## src/rtl/strap_latch_pkg.sv

```systemverilog
package strap_latch_pkg;

    localparam int RATIO_W = 3;

    typedef logic [RATIO_W-1:0] ratio_t;

    typedef struct packed {
        ratio_t ratio;
        logic   irq_en;
    } strap_cfg_t;

    typedef struct packed {
        logic rise;   // first edge of an assertion
        logic held;   // assertion continues
        logic fall;   // first edge after release
    } rst_phase_t;

    function automatic rst_phase_t decode_phase(input logic now, input logic prev);
        rst_phase_t p;
        p.rise = now & ~prev;
        p.held = now & prev;
        p.fall = ~now & prev;
        return p;
    endfunction

endpackage

```

## src/rtl/strap_hold_timer.sv

```systemverilog
module strap_hold_timer
    import strap_latch_pkg::*;
#(
    parameter int HOLD_CLKS = 66000
) (
    input  logic       clk,
    input  logic       por_rst,
    input  logic       rst_now,
    output logic       cold_hold
);
    localparam int CNT_W = $clog2(HOLD_CLKS + 1);
    localparam logic [CNT_W-1:0] LIMIT = CNT_W'(HOLD_CLKS);

    logic [CNT_W-1:0] hold_cnt;

    always_ff @(posedge clk) begin
        if (por_rst) begin
            hold_cnt <= '0;
        end else if (!rst_now) begin
            hold_cnt <= '0;
        end else if (hold_cnt != LIMIT) begin
            hold_cnt <= hold_cnt + 1'b1;
        end
    end

    // Saturated count means the assertion lasted long enough to be cold.
    assign cold_hold = (hold_cnt == LIMIT);

endmodule

```

## src/rtl/strap_ratio_monitor.sv

```systemverilog
module strap_ratio_monitor
    import strap_latch_pkg::*;
(
    input  logic       clk,
    input  logic       por_rst,
    input  rst_phase_t phase,
    input  ratio_t     ratio_pin,
    output ratio_t     held_ratio,
    output logic       moved
);
    ratio_t first_q;
    ratio_t last_q;
    logic   moved_q;

    always_ff @(posedge clk) begin
        if (por_rst) begin
            first_q <= '0;
            last_q  <= '0;
            moved_q <= 1'b0;
        end else if (phase.rise) begin
            first_q <= ratio_pin;
            last_q  <= ratio_pin;
            moved_q <= 1'b0;
        end else if (phase.held) begin
            last_q <= ratio_pin;
            if (ratio_pin != first_q) begin
                moved_q <= 1'b1;
            end
        end
    end

    assign held_ratio = last_q;
    assign moved      = moved_q;

endmodule

```

## src/rtl/strap_cfg_latch.sv

```systemverilog
module strap_cfg_latch
    import strap_latch_pkg::*;
#(
    parameter int     HOLD_CLKS     = 66000,
    parameter ratio_t DEFAULT_RATIO = 3'b001,
    parameter bit     DEFAULT_IRQ   = 1'b0
) (
    input  logic               clk,
    input  logic               por_rst,
    input  logic               sys_rst,
    input  logic [RATIO_W-1:0] ratio_strap,
    input  logic               irq_strap,
    output logic [RATIO_W-1:0] core_ratio,
    output logic               core_irq_en,
    output logic               strap_fault
);
    logic       rst_q;
    rst_phase_t phase;
    logic       cold_hold;
    ratio_t     held_ratio;
    strap_cfg_t cfg_q;

    assign phase = decode_phase(sys_rst, rst_q);

    strap_hold_timer #(
        .HOLD_CLKS (HOLD_CLKS)
    ) u_timer (
        .clk       (clk),
        .por_rst   (por_rst),
        .rst_now   (sys_rst),
        .cold_hold (cold_hold)
    );

    strap_ratio_monitor u_mon (
        .clk        (clk),
        .por_rst    (por_rst),
        .phase      (phase),
        .ratio_pin  (ratio_strap),
        .held_ratio (held_ratio),
        .moved      (strap_fault)
    );

    always_ff @(posedge clk) begin
        if (por_rst) begin
            rst_q        <= 1'b0;
            cfg_q.ratio  <= DEFAULT_RATIO;
            cfg_q.irq_en <= DEFAULT_IRQ;
        end else begin
            rst_q <= sys_rst;
            if (phase.fall) begin
                cfg_q.irq_en <= irq_strap;
                if (cold_hold) begin
                    cfg_q.ratio <= held_ratio;
                end
            end
        end
    end

    assign core_ratio  = cfg_q.ratio;
    assign core_irq_en = cfg_q.irq_en;

endmodule

```

## config.mk

```make
export PLATFORM = sky130hd
export DESIGN_NAME = strap_cfg_latch
export DESIGN_NICKNAME = d
export VERILOG_FILES = /design/src/rtl/strap_latch_pkg.sv /design/src/rtl/strap_hold_timer.sv /design/src/rtl/strap_ratio_monitor.sv /design/src/rtl/strap_cfg_latch.sv
export SDC_FILE = /design/constraint.sdc
export NUM_CORES = 1
export LEC_CHECK = 0
export CAP_MARGIN = 20
export CORE_UTILIZATION = 40
export CTS_CLUSTER_SIZE = 25
export DETAILED_ROUTE_END_ITERATION = 10
export DONT_BUFFER_PORTS = 1
export MAX_ROUTING_LAYER = met4
export SLEW_MARGIN = 10
export SYNTH_ARGS = -nofsm -noshare
export SYNTH_HDL_FRONTEND = slang
export SYNTH_SLANG_ARGS = --single-unit
```

## constraint.sdc

```tcl
create_clock -name clk -period 2.71 [get_ports clk]
set_input_delay 0.1355 -clock clk [delete_from_list [all_inputs] [get_ports clk]]
set_output_delay 0.1355 -clock clk [all_outputs]
set_load 0.005 [all_outputs]
```

-- After elaboration in Yosys (flattened, before gate mapping)
Index checks and enable logic that the tools add are counted.
- register bits after elaboration: 29
- input port bits: 7
- output and inout bits: 5
- word-level logic and storage cells: 23
- $add $sub $neg: 1
- eq/ne operators: 3
- muxes and demuxes: 2
- bitwise logic cells: 5
- reductions and logical operators: 5
- operators with widths (kind ; count):
    adder 17 x 1 -> 17 bit (second input constant) ; 1
    == test 17 bit (second input constant) ; 1
    != test 17 bit (second input constant) ; 1
    2-to-1 mux 3 bit ; 2
    AND reduction 2 bit ; 2
    OR reduction 2 bit ; 2
    AND 1 bit ; 3
    != test 3 bit ; 1
    inverter 1 bit ; 2
    nonzero test 2 bit ; 1

-- Logic depth before layout (Yosys ltp)
Gate-level depths: netlist (run 1).
- word-level depth: 3
- mapped depth: 7
- depth with buffers taken out: 6

-- Modules after synthesis
A second synthesis (run 1) with hierarchy kept.
- cells, all modules: 156
- area total of the unflattened synthesis: 1312.5 µm²
- modules (own cells, without submodules) (module ; instances ; cells an instance ; area each (µm²) ; seq. area each (µm²)):
    strap_hold_timer ; 1 ; 105 ; 843.3 ; 340.3
    strap_ratio_monitor ; 1 ; 30 ; 274.0 ; 140.1
    strap_cfg_latch ; 1 ; 21 ; 195.2 ; 100.1

-- Least setup slack after synthesis (run 1)
OpenSTA, ideal clock, no wires.
- kind: register to register
- from: register u_timer.hold_cnt[0]
- to: register u_timer.hold_cnt[14]
- arrival: 1225 ps
- required time: 2594 ps
- slack: 1369 ps
- stages on the path, launching flop included: 6
- cells stage by stage: dfxtp_1 ha_1 nand2_1 nor3_4 a31oi_1 a41o_1
- longest elaborated chain between the ends: 1
- elaborated cells on any way between the ends: 2
- classes of those cells: 1 x add/sub; 1 x eq/ne
- ends and longest elaborated chain (what ; line ; source):
    from (decl) ; strap_hold_timer.sv:14 ; logic [CNT_W-1:0] hold_cnt;
    from (signal assigned) ; strap_hold_timer.sv:22 ; hold_cnt <= hold_cnt + 1'b1;
    adder 17 x 1 -> 17 bit / != test 17 bit (equally long branches) ; strap_hold_timer.sv:22, strap_hold_timer.sv:21 ;
Several ways; a longest one is shown, not always the timed one.
A chain may end at the register's enable or synchronous reset.

-- Worst setup path in the final report (run 1)
- from: register u_timer.hold_cnt[0]
- to: register cfg_q (netlist bit core_ratio[2])
- longest elaborated chain between the ends: 2
- ends and longest elaborated chain (what ; line ; source):
    == test 17 bit ; strap_hold_timer.sv:27 ; assign cold_hold = (hold_cnt == LIMIT);
    AND reduction 2 bit (no source line) ; -- ;
    to (decl) ; strap_cfg_latch.sv:21 ; strap_cfg_t cfg_q;
No other way between the ends.

==> flow_metrics.env, run 1 <==
export IMPL_outcome="finished, final reports clean"
export IMPL_syn_area_per_cell_sq_um=9.432
export IMPL_critPathRequiredTime_ns=2.98
export IMPL_regArea_sq_um=580.6
export IMPL_cts_buffers=5
export IMPL_slowest_stage="dfxtp_1"
export IMPL_cp_depth=6
export IMPL_maxSlewViolCount=0
export IMPL_row_count=20
export IMPL_clkSinkCount=29
export IMPL_synth_largest_area_cell="dfxtp_1"
export IMPL_p_per_area_nw_per_um2=518.9
export IMPL_cts_tree="done"
export IMPL_clkLatencyLatePin_ns=0.34
export IMPL_holdPathStages=3
export IMPL_switching_share_pct=23.31
export IMPL_leakagePower_nw=0.5563
export IMPL_pwr_share_comb_pct=5.5
export IMPL_setup_tns_ns=0
export IMPL_finalNonFillerCells=198
export IMPL_yosys_area_share_simple_pct=31.17
export IMPL_syn_nets=152
export IMPL_h_tree_depth=2
export IMPL_ios=12
export IMPL_grt_total_usage_pct=16.98
export IMPL_synth_seq_cells=29
export IMPL_tightestPinTransition_ns=0.7522
export IMPL_reg2regPathDepth=6
export IMPL_rsz0062_at_grt="false"
export IMPL_post_route_period_util_pct=55.41
export IMPL_drc=0
export IMPL_critPathMaxFanout=6
export IMPL_synthTopCellsByArea="dfxtp_1 (43%), xnor2_1 (7.1%), nor2_1 (5.3%)"
export IMPL_grt_max_degree=19
export IMPL_filler_cell_count=292
export IMPL_met2_usage_pct=25.56
export IMPL_met1_usage_pct=19.44
export IMPL_netlist_area_sq_um=1349
export IMPL_via_per_inst=5.131
export IMPL_crit_chain="inv_1 > ha_1 > nor3b_1 > and4_1 > nand4_1 > a21oi_1"
export IMPL_dieArea_sq_um=3608
export IMPL_grt_busiest_layer="met2"
export IMPL_grt_overflow_total=0
export IMPL_cp_top_family="simple AND/OR/NAND/NOR gates"
export IMPL_synth_compound_area_share_pct=6.679
export IMPL_drv_cap=0
export IMPL_grt_pass1_wl_um=4222
export IMPL_dp_slack_ns=1.222
export IMPL_final_antenna_net_count=0
export IMPL_groute_layer_met3_usage_pct=7.143
export IMPL_clockRootBuffer="clkbuf_4"
export IMPL_coreArea_sq_um=3128
export IMPL_cp_arrival_ns=1.77
export IMPL_first_global_vias=947
export IMPL_synthMuxAreaShare_pct=5.195
export IMPL_crit_buf_inv=1
export IMPL_crit_path_end_kind="register"
export IMPL_hold_class="primary input to register"
export IMPL_seq_power_share_pct=55.8
export IMPL_start_util_pct=43.12
export IMPL_timing_fmax_ghz=0.6659
export IMPL_portBuffers=0
export IMPL_drive_above_1_share_pct=12.99
export IMPL_hold_viol=0
export IMPL_clockBufferDepth=2
export IMPL_p_switching_mw=0.1847
export IMPL_p_int_mw=0.6075
export IMPL_layout_min_cycle_time_ns=1.502
export IMPL_synth_top_family_by_area="simple AND/OR/NAND/NOR gates"
export IMPL_dr_total_vias=1016
export IMPL_nets=162
export IMPL_hpwl_um=1750
export IMPL_finClkSkew_ns=0.005832
export IMPL_fp_dieH_um=60.07
export IMPL_multi_input_area_sq_um=728.2
export IMPL_layout_setup_ws_ns=1.208
export IMPL_synth_cell_types=38
export IMPL_dpl_cell_count=183
export IMPL_syn2layout_area_growth_pct=13.17
export IMPL_synth_xor_area_share_pct=9.091
export IMPL_power_total_mw=0.7921
export IMPL_gp_congestion=0.7682
export IMPL_first_iter_violations=33
export IMPL_antenna_found_initial=0
export IMPL_slew_headroom_pct=49.85
export IMPL_synth_seq_area_share_pct=43.04
export IMPL_drt_total_wl_um=2602
export IMPL_cts_resized=0
export IMPL_max_stage_delay_ns=0.37
export IMPL_p_clk_share_pct=38.7
export IMPL_yosys_area_top_type_share_pct=43.04
export IMPL_startpoint_type="register"
export IMPL_post_drt_wl_per_cell_um=13.14
export IMPL_synth_cells=143
export IMPL_diodes=0
export IMPL_dr_pass1_iters=4
export IMPL_clk_pin_slew_worst_paths_ns=0.09
export IMPL_final_setup_viol_count=0
export IMPL_die_width_um=60.07
export IMPL_crit_type="register to register"
export IMPL_synthAdderAreaFrac_pct=1.855
export IMPL_yosys_warnings=0
export IMPL_max_vdd_ir_drop_mv=0.2537
[cell usage after synthesis]
library cell and instances:
inv_2 1, nand4_4 1, nor2_1 19, a21oi_1 6, nor3b_1 1, and4_1 2, and3_2 1, xnor2_1 11
dfxtp_1 29, nand3_2 1, o21ai_0 3, mux2i_1 7, buf_1 1, nor4b_2 1, and3_1 3, and4bb_2 2
nand3b_1 1, nand2_1 7, or3_1 1, xor2_1 3, nand2b_1 1, or2b_1 1, nand3_1 6, o21bai_1 1
buf_2 2, nor3_2 1, nor4_2 3, a31oi_1 3, nor2b_1 2, a41o_1 1, nor4bb_1 1, inv_1 5
a211o_1 1, nand4_1 5, clkbuf_1 1, nor3_1 5, ha_1 2, nor3_4 1
[flip-flops by register name, summed over array words and instances, names as in the netlist]
register          count
u_timer.hold_cnt     17
core_ratio            3
u_mon.first_q         3
u_mon.held_ratio      3
core_irq_en           1
rst_q                 1
u_mon.moved           1
[worst reg2reg max path, stage by stage, from the launching register on]
cell and delay, ns:
dfxtp_1 0.37, inv_1 0.08, ha_1 0.15, nor3b_1 0.22
and4_1 0.32, nand4_1 0.11, a21oi_1 0.18
[placed cells by master, fill, tap and decap left out, drive strengths merged, types with 2 or more instances in the layout]
cell / count
a21oi: 6
a31oi: 3
and3: 4
and4: 2
and4bb: 2
clkbuf: 7
dfxtp: 29
dlygate4sd3: 7
ha: 2
inv: 6
mux2i: 7
nand2: 7
nand3: 7
nand4: 6
nor2: 19
nor2b: 2
nor3: 7
nor4: 3
o21ai: 3
xnor2: 11
xor2: 3
[through the flow]
step	utilization [%]	hold slack [ns]	cell area [sq um]
2_1_floorplan	-	0.2148	1349
3_3_place_gp	44.32	0.2100	1386
3_5_place_dp	44.32	0.2118	1386
4_1_cts	48.80	0.07959	1526
5_1_grt	48.80	0.08810	1526
6_report	48.80	0.08833	1526
[layer usage]
| metal | part of all wire (%) | vias up | routed length (um) |
|---|---|---|---|
| met5 | 0 | - | 0 |
| met4 | 0.38 | 0 | 10 |
| met3 | 4.5 | 2 | 117 |
| met2 | 45 | 15 | 1182 |
| met1 | 50 | 476 | 1291 |
| li1 | - | 523 | - |
[power groups by stage]
stage          Clock [mW]  Combinational (mW)  Sequential [mW]
3_3_place_gp            0              0.0306            0.452
6_report            0.307              0.0432            0.442
4_1_cts             0.318              0.0430            0.442
2_1_floorplan           0              0.0313            0.450
5_1_grt             0.332              0.0475            0.444
3_5_place_dp            0              0.0314            0.452
[path summary, 6_finish.rpt]
| path | slack, ns | endpoint | start |
|---|---|---|---|
| setup reg to reg | 1.21 | core_ratio[2] | u_timer.hold_cnt[0] |
| hold reg to reg | 0.51 | core_ratio[2] | core_ratio[2] |
| hold / removal | 0.09 | core_ratio[1] | sys_rst |
| setup / recovery | 1.21 | core_ratio[2] | u_timer.hold_cnt[0] |
[timing repair]
action,in CTS,in global routing
buffers inserted,0,0
hold endpoints to repair,11,0
hold buffers,7,0
[logic make-up after synthesis]
family,Yosys count
AOI/OAI and AO/OA,15
xor gates and xnor gates,14
adders and majority gates,2
buffers and inverters,10
DFF,29
muxes,7
and+or+nand+nor,66
[area by class of cell]
class                           count  area share [%]
Timing Repair Buffer                7           4.590
Sequential cell                    29           38.03
Multi-Input combinational cell    104           47.71
Tap cell                           44           3.607
Clock buffer                        7           4.262
Inverter                            6           1.475
Clock inverter                      1          0.3279
(Power assumes the default switching activity.)
==> inputs of run 2 (changes only) <==
ABC_AREA = 1   (was unset)
clock period = 1.37 ns   (was 2.71 ns; I/O delays follow)
==> flow_metrics.env, run 2 <==
export IMPL_drv_cap=0
export IMPL_finClkSkew_ns=0.01082
export IMPL_final_setup_viol_count=0
export IMPL_syn_area_per_cell_sq_um=7.058
export IMPL_grt_pass1_wl_um=4636
export IMPL_dieArea_sq_um=3680
export IMPL_critPathMaxFanout=7
export IMPL_final_antenna_net_count=0
export IMPL_start_util_pct=43.65
export IMPL_dr_total_vias=1182
export IMPL_clockRootBuffer="clkbuf_4"
export IMPL_drc=0
export IMPL_ios=12
export IMPL_cts_buffers=5
export IMPL_first_global_vias=1085
export IMPL_antenna_found_initial=0
export IMPL_coreArea_sq_um=3153
export IMPL_hold_viol=0
export IMPL_portBuffers=0
export IMPL_yosys_area_top_type_share_pct=42.18
export IMPL_async_flop_share_pct=0
export IMPL_tightestPinTransition_ns=0.3137
export IMPL_ys_flop_type="dfxtp_1"
export IMPL_synth_cell_types=23
export IMPL_yosys_warnings=0
export IMPL_synth_common_cells="nor2_1 (37), nand2_1 (34), dfxtp_1 (29)"
export IMPL_outcome="finished, final reports clean"
export IMPL_netlist_area_sq_um=1376
export IMPL_final_cell_mix="nor2_1 (36), nand2_1 (34), dfxtp_1 (27)"
export IMPL_clkSinkCount=29
export IMPL_slew_headroom_pct=79.01
export IMPL_top_register="u_timer.hold_cnt"
export IMPL_first_iter_violations=50
export IMPL_nets=218
export IMPL_synth_most_common_cell="nor2_1"
export IMPL_via_per_inst=4.654
export IMPL_post_route_period_util_pct=92.83
export IMPL_die_width_um=60.66
export IMPL_cts_tree="done"
export IMPL_post_drt_wl_per_cell_um=10.78
export IMPL_cp_arrival_ns=1.49
export IMPL_max_vdd_ir_drop_mv=0.5966
export IMPL_largest_register_ffs=17
export IMPL_p_per_area_nw_per_um2=936.8
export IMPL_drt_total_wl_um=2739
export IMPL_clkLatencyLatePin_ns=0.33
export IMPL_synthTopCellsByArea="dfxtp_1 (42%), nor2_1 (10%), nand2_1 (9.3%)"
export IMPL_leakagePower_nw=0.6128
export IMPL_synth_edf_count=0
export IMPL_gp_congestion=0.8058
export IMPL_crit_type="register to register"
export IMPL_clockBufferDepth=2
export IMPL_drive_above_1_share_pct=14.29
export IMPL_h_tree_depth=2
export IMPL_critPathRequiredTime_ns=1.59
export IMPL_dr_pass1_iters=4
export IMPL_syn_nets=204
export IMPL_synth_seq_area_share_pct=42.18
export IMPL_layout_min_cycle_time_ns=1.272
export IMPL_grt_overflow_total=0
export IMPL_hold_class="primary input to register"
export IMPL_synth_seq_cells=29
export IMPL_grt_max_degree=12
export IMPL_maxSlewViolCount=0
export IMPL_synth_largest_area_cell="dfxtp_1"
export IMPL_synth_cells=195
export IMPL_syn2layout_area_growth_pct=14.45
export IMPL_startpoint_type="register"
export IMPL_hpwl_um=1928
export IMPL_row_count=20
export IMPL_timing_fmax_ghz=0.7863
export IMPL_clk_pin_slew_worst_paths_ns=0.10
export IMPL_crit_path_end_kind="register"
export IMPL_fin_area_sq_um=1575
export IMPL_layout_commonest_cell="nor2_1"
export IMPL_setup_tns_ns=0
export IMPL_dpl_instance_area_sq_um=1428
export IMPL_grt_total_usage_pct=17.83
export IMPL_fp_dieH_um=60.66
export IMPL_filler_cell_count=332
export IMPL_diodes=0
==> run 2: cell types whose count changed after synthesis, sizes merged, moves of 4 or more <==
cell / change
nand2: +32
nor2: +22
inv: +21
o21ai: +13
a21oi: +9
mux2i: -7
xnor2: -7
nor3: -5
and3: -4
==> run 2: cell type report <==
class,count,area (sq um),share of cell area [%]
tap,44,55.05,3.495
sequential,29,585.6,37.17
timing repair buffer,9,85.08,5.401
clock buffer,5,37.54,2.383
clock inverter,3,17.52,1.112
multi-input combinational,136,689.4,43.76
inverter,28,105.1,6.672
==> run 2: worst max-delay path, stage by stage, from the launching register on <==
cell and delay [ns]:
dfxtp_2 0.35, inv_1 0.07, ha_1 0.15, nand3_1 0.12
nor2_4 0.19, nand2_2 0.09, o21ai_1 0.13, nor2_1 0.06
==> run 2: path summary, 6_finish.rpt <==
| kind | startpoint | to | slack (ns) | depth (start not counted) |
|---|---|---|---|---|
| setup / recovery | u_timer.hold_cnt[0] | u_timer.hold_cnt[1] | 0.1 | 7 |
| hold / removal | ratio_strap[0] | u_mon.moved | 0.02 | 4 |
| setup reg to reg | u_timer.hold_cnt[0] | u_timer.hold_cnt[1] | 0.1 | 7 |
| hold reg to reg | u_timer.hold_cnt[11] | u_timer.hold_cnt[11] | 0.47 | 2 |
==> run 2: metrics by stage <==
stage,utilization [%],power (mW),setup slack [ns],hold WS [ns],instances
2_1_floorplan,-,0.9556,0.1786,0.2034,195
3_3_place_gp,45.28,0.9700,0.1090,0.2061,238
3_5_place_dp,45.28,0.9723,0.06345,0.2143,238
4_1_cts,49.25,1.493,0.05206,0.01101,253
5_1_grt,49.96,1.561,-0.007315,0.01742,254
6_report,49.96,1.476,0.09821,0.01905,254
==> run 2: routing by layer <==
layer / global-route usage (%) / share of wire [%]
met4: 4.870 / 1.2
met3: 6.397 / 3.0
met1: 22.97 / 51
met5: - / 0
met2: 26.37 / 45
==> run 2: cells by family after synthesis <==
group                      Yosys count  synth area share (%)
AOI/OAI and AO/OA                   33                 12.27
xor gates and xnor gates             4                 2.545
adders and majority gates            2                 1.818
buffers and inverters               30                 8.454
DFF                                 29                 42.18
and+or+nand+nor                     97                 32.73
==> run 2: where the power goes <==
group | total [mW] | internal [mW] | leakage [nW] | switching (mW)
Combinational | 0.0969 | 0.0421 | 0.345 | 0.0548
Sequential | 0.874 | 0.861 | 0.237 | 0.0128
Clock | 0.504 | 0.193 | 0.0310 | 0.311
Total | 1.48 | 1.10 | 0.613 | 0.379
==> run 2: repair_timing <==
item                                    in CTS  in global routing
endpoints found under the setup margin       0                  8
hold buffers                                 7                  0
endpoints found under the hold margin       10                  0
gates resized for setup                      0                  7
buffers inserted                             0                  1
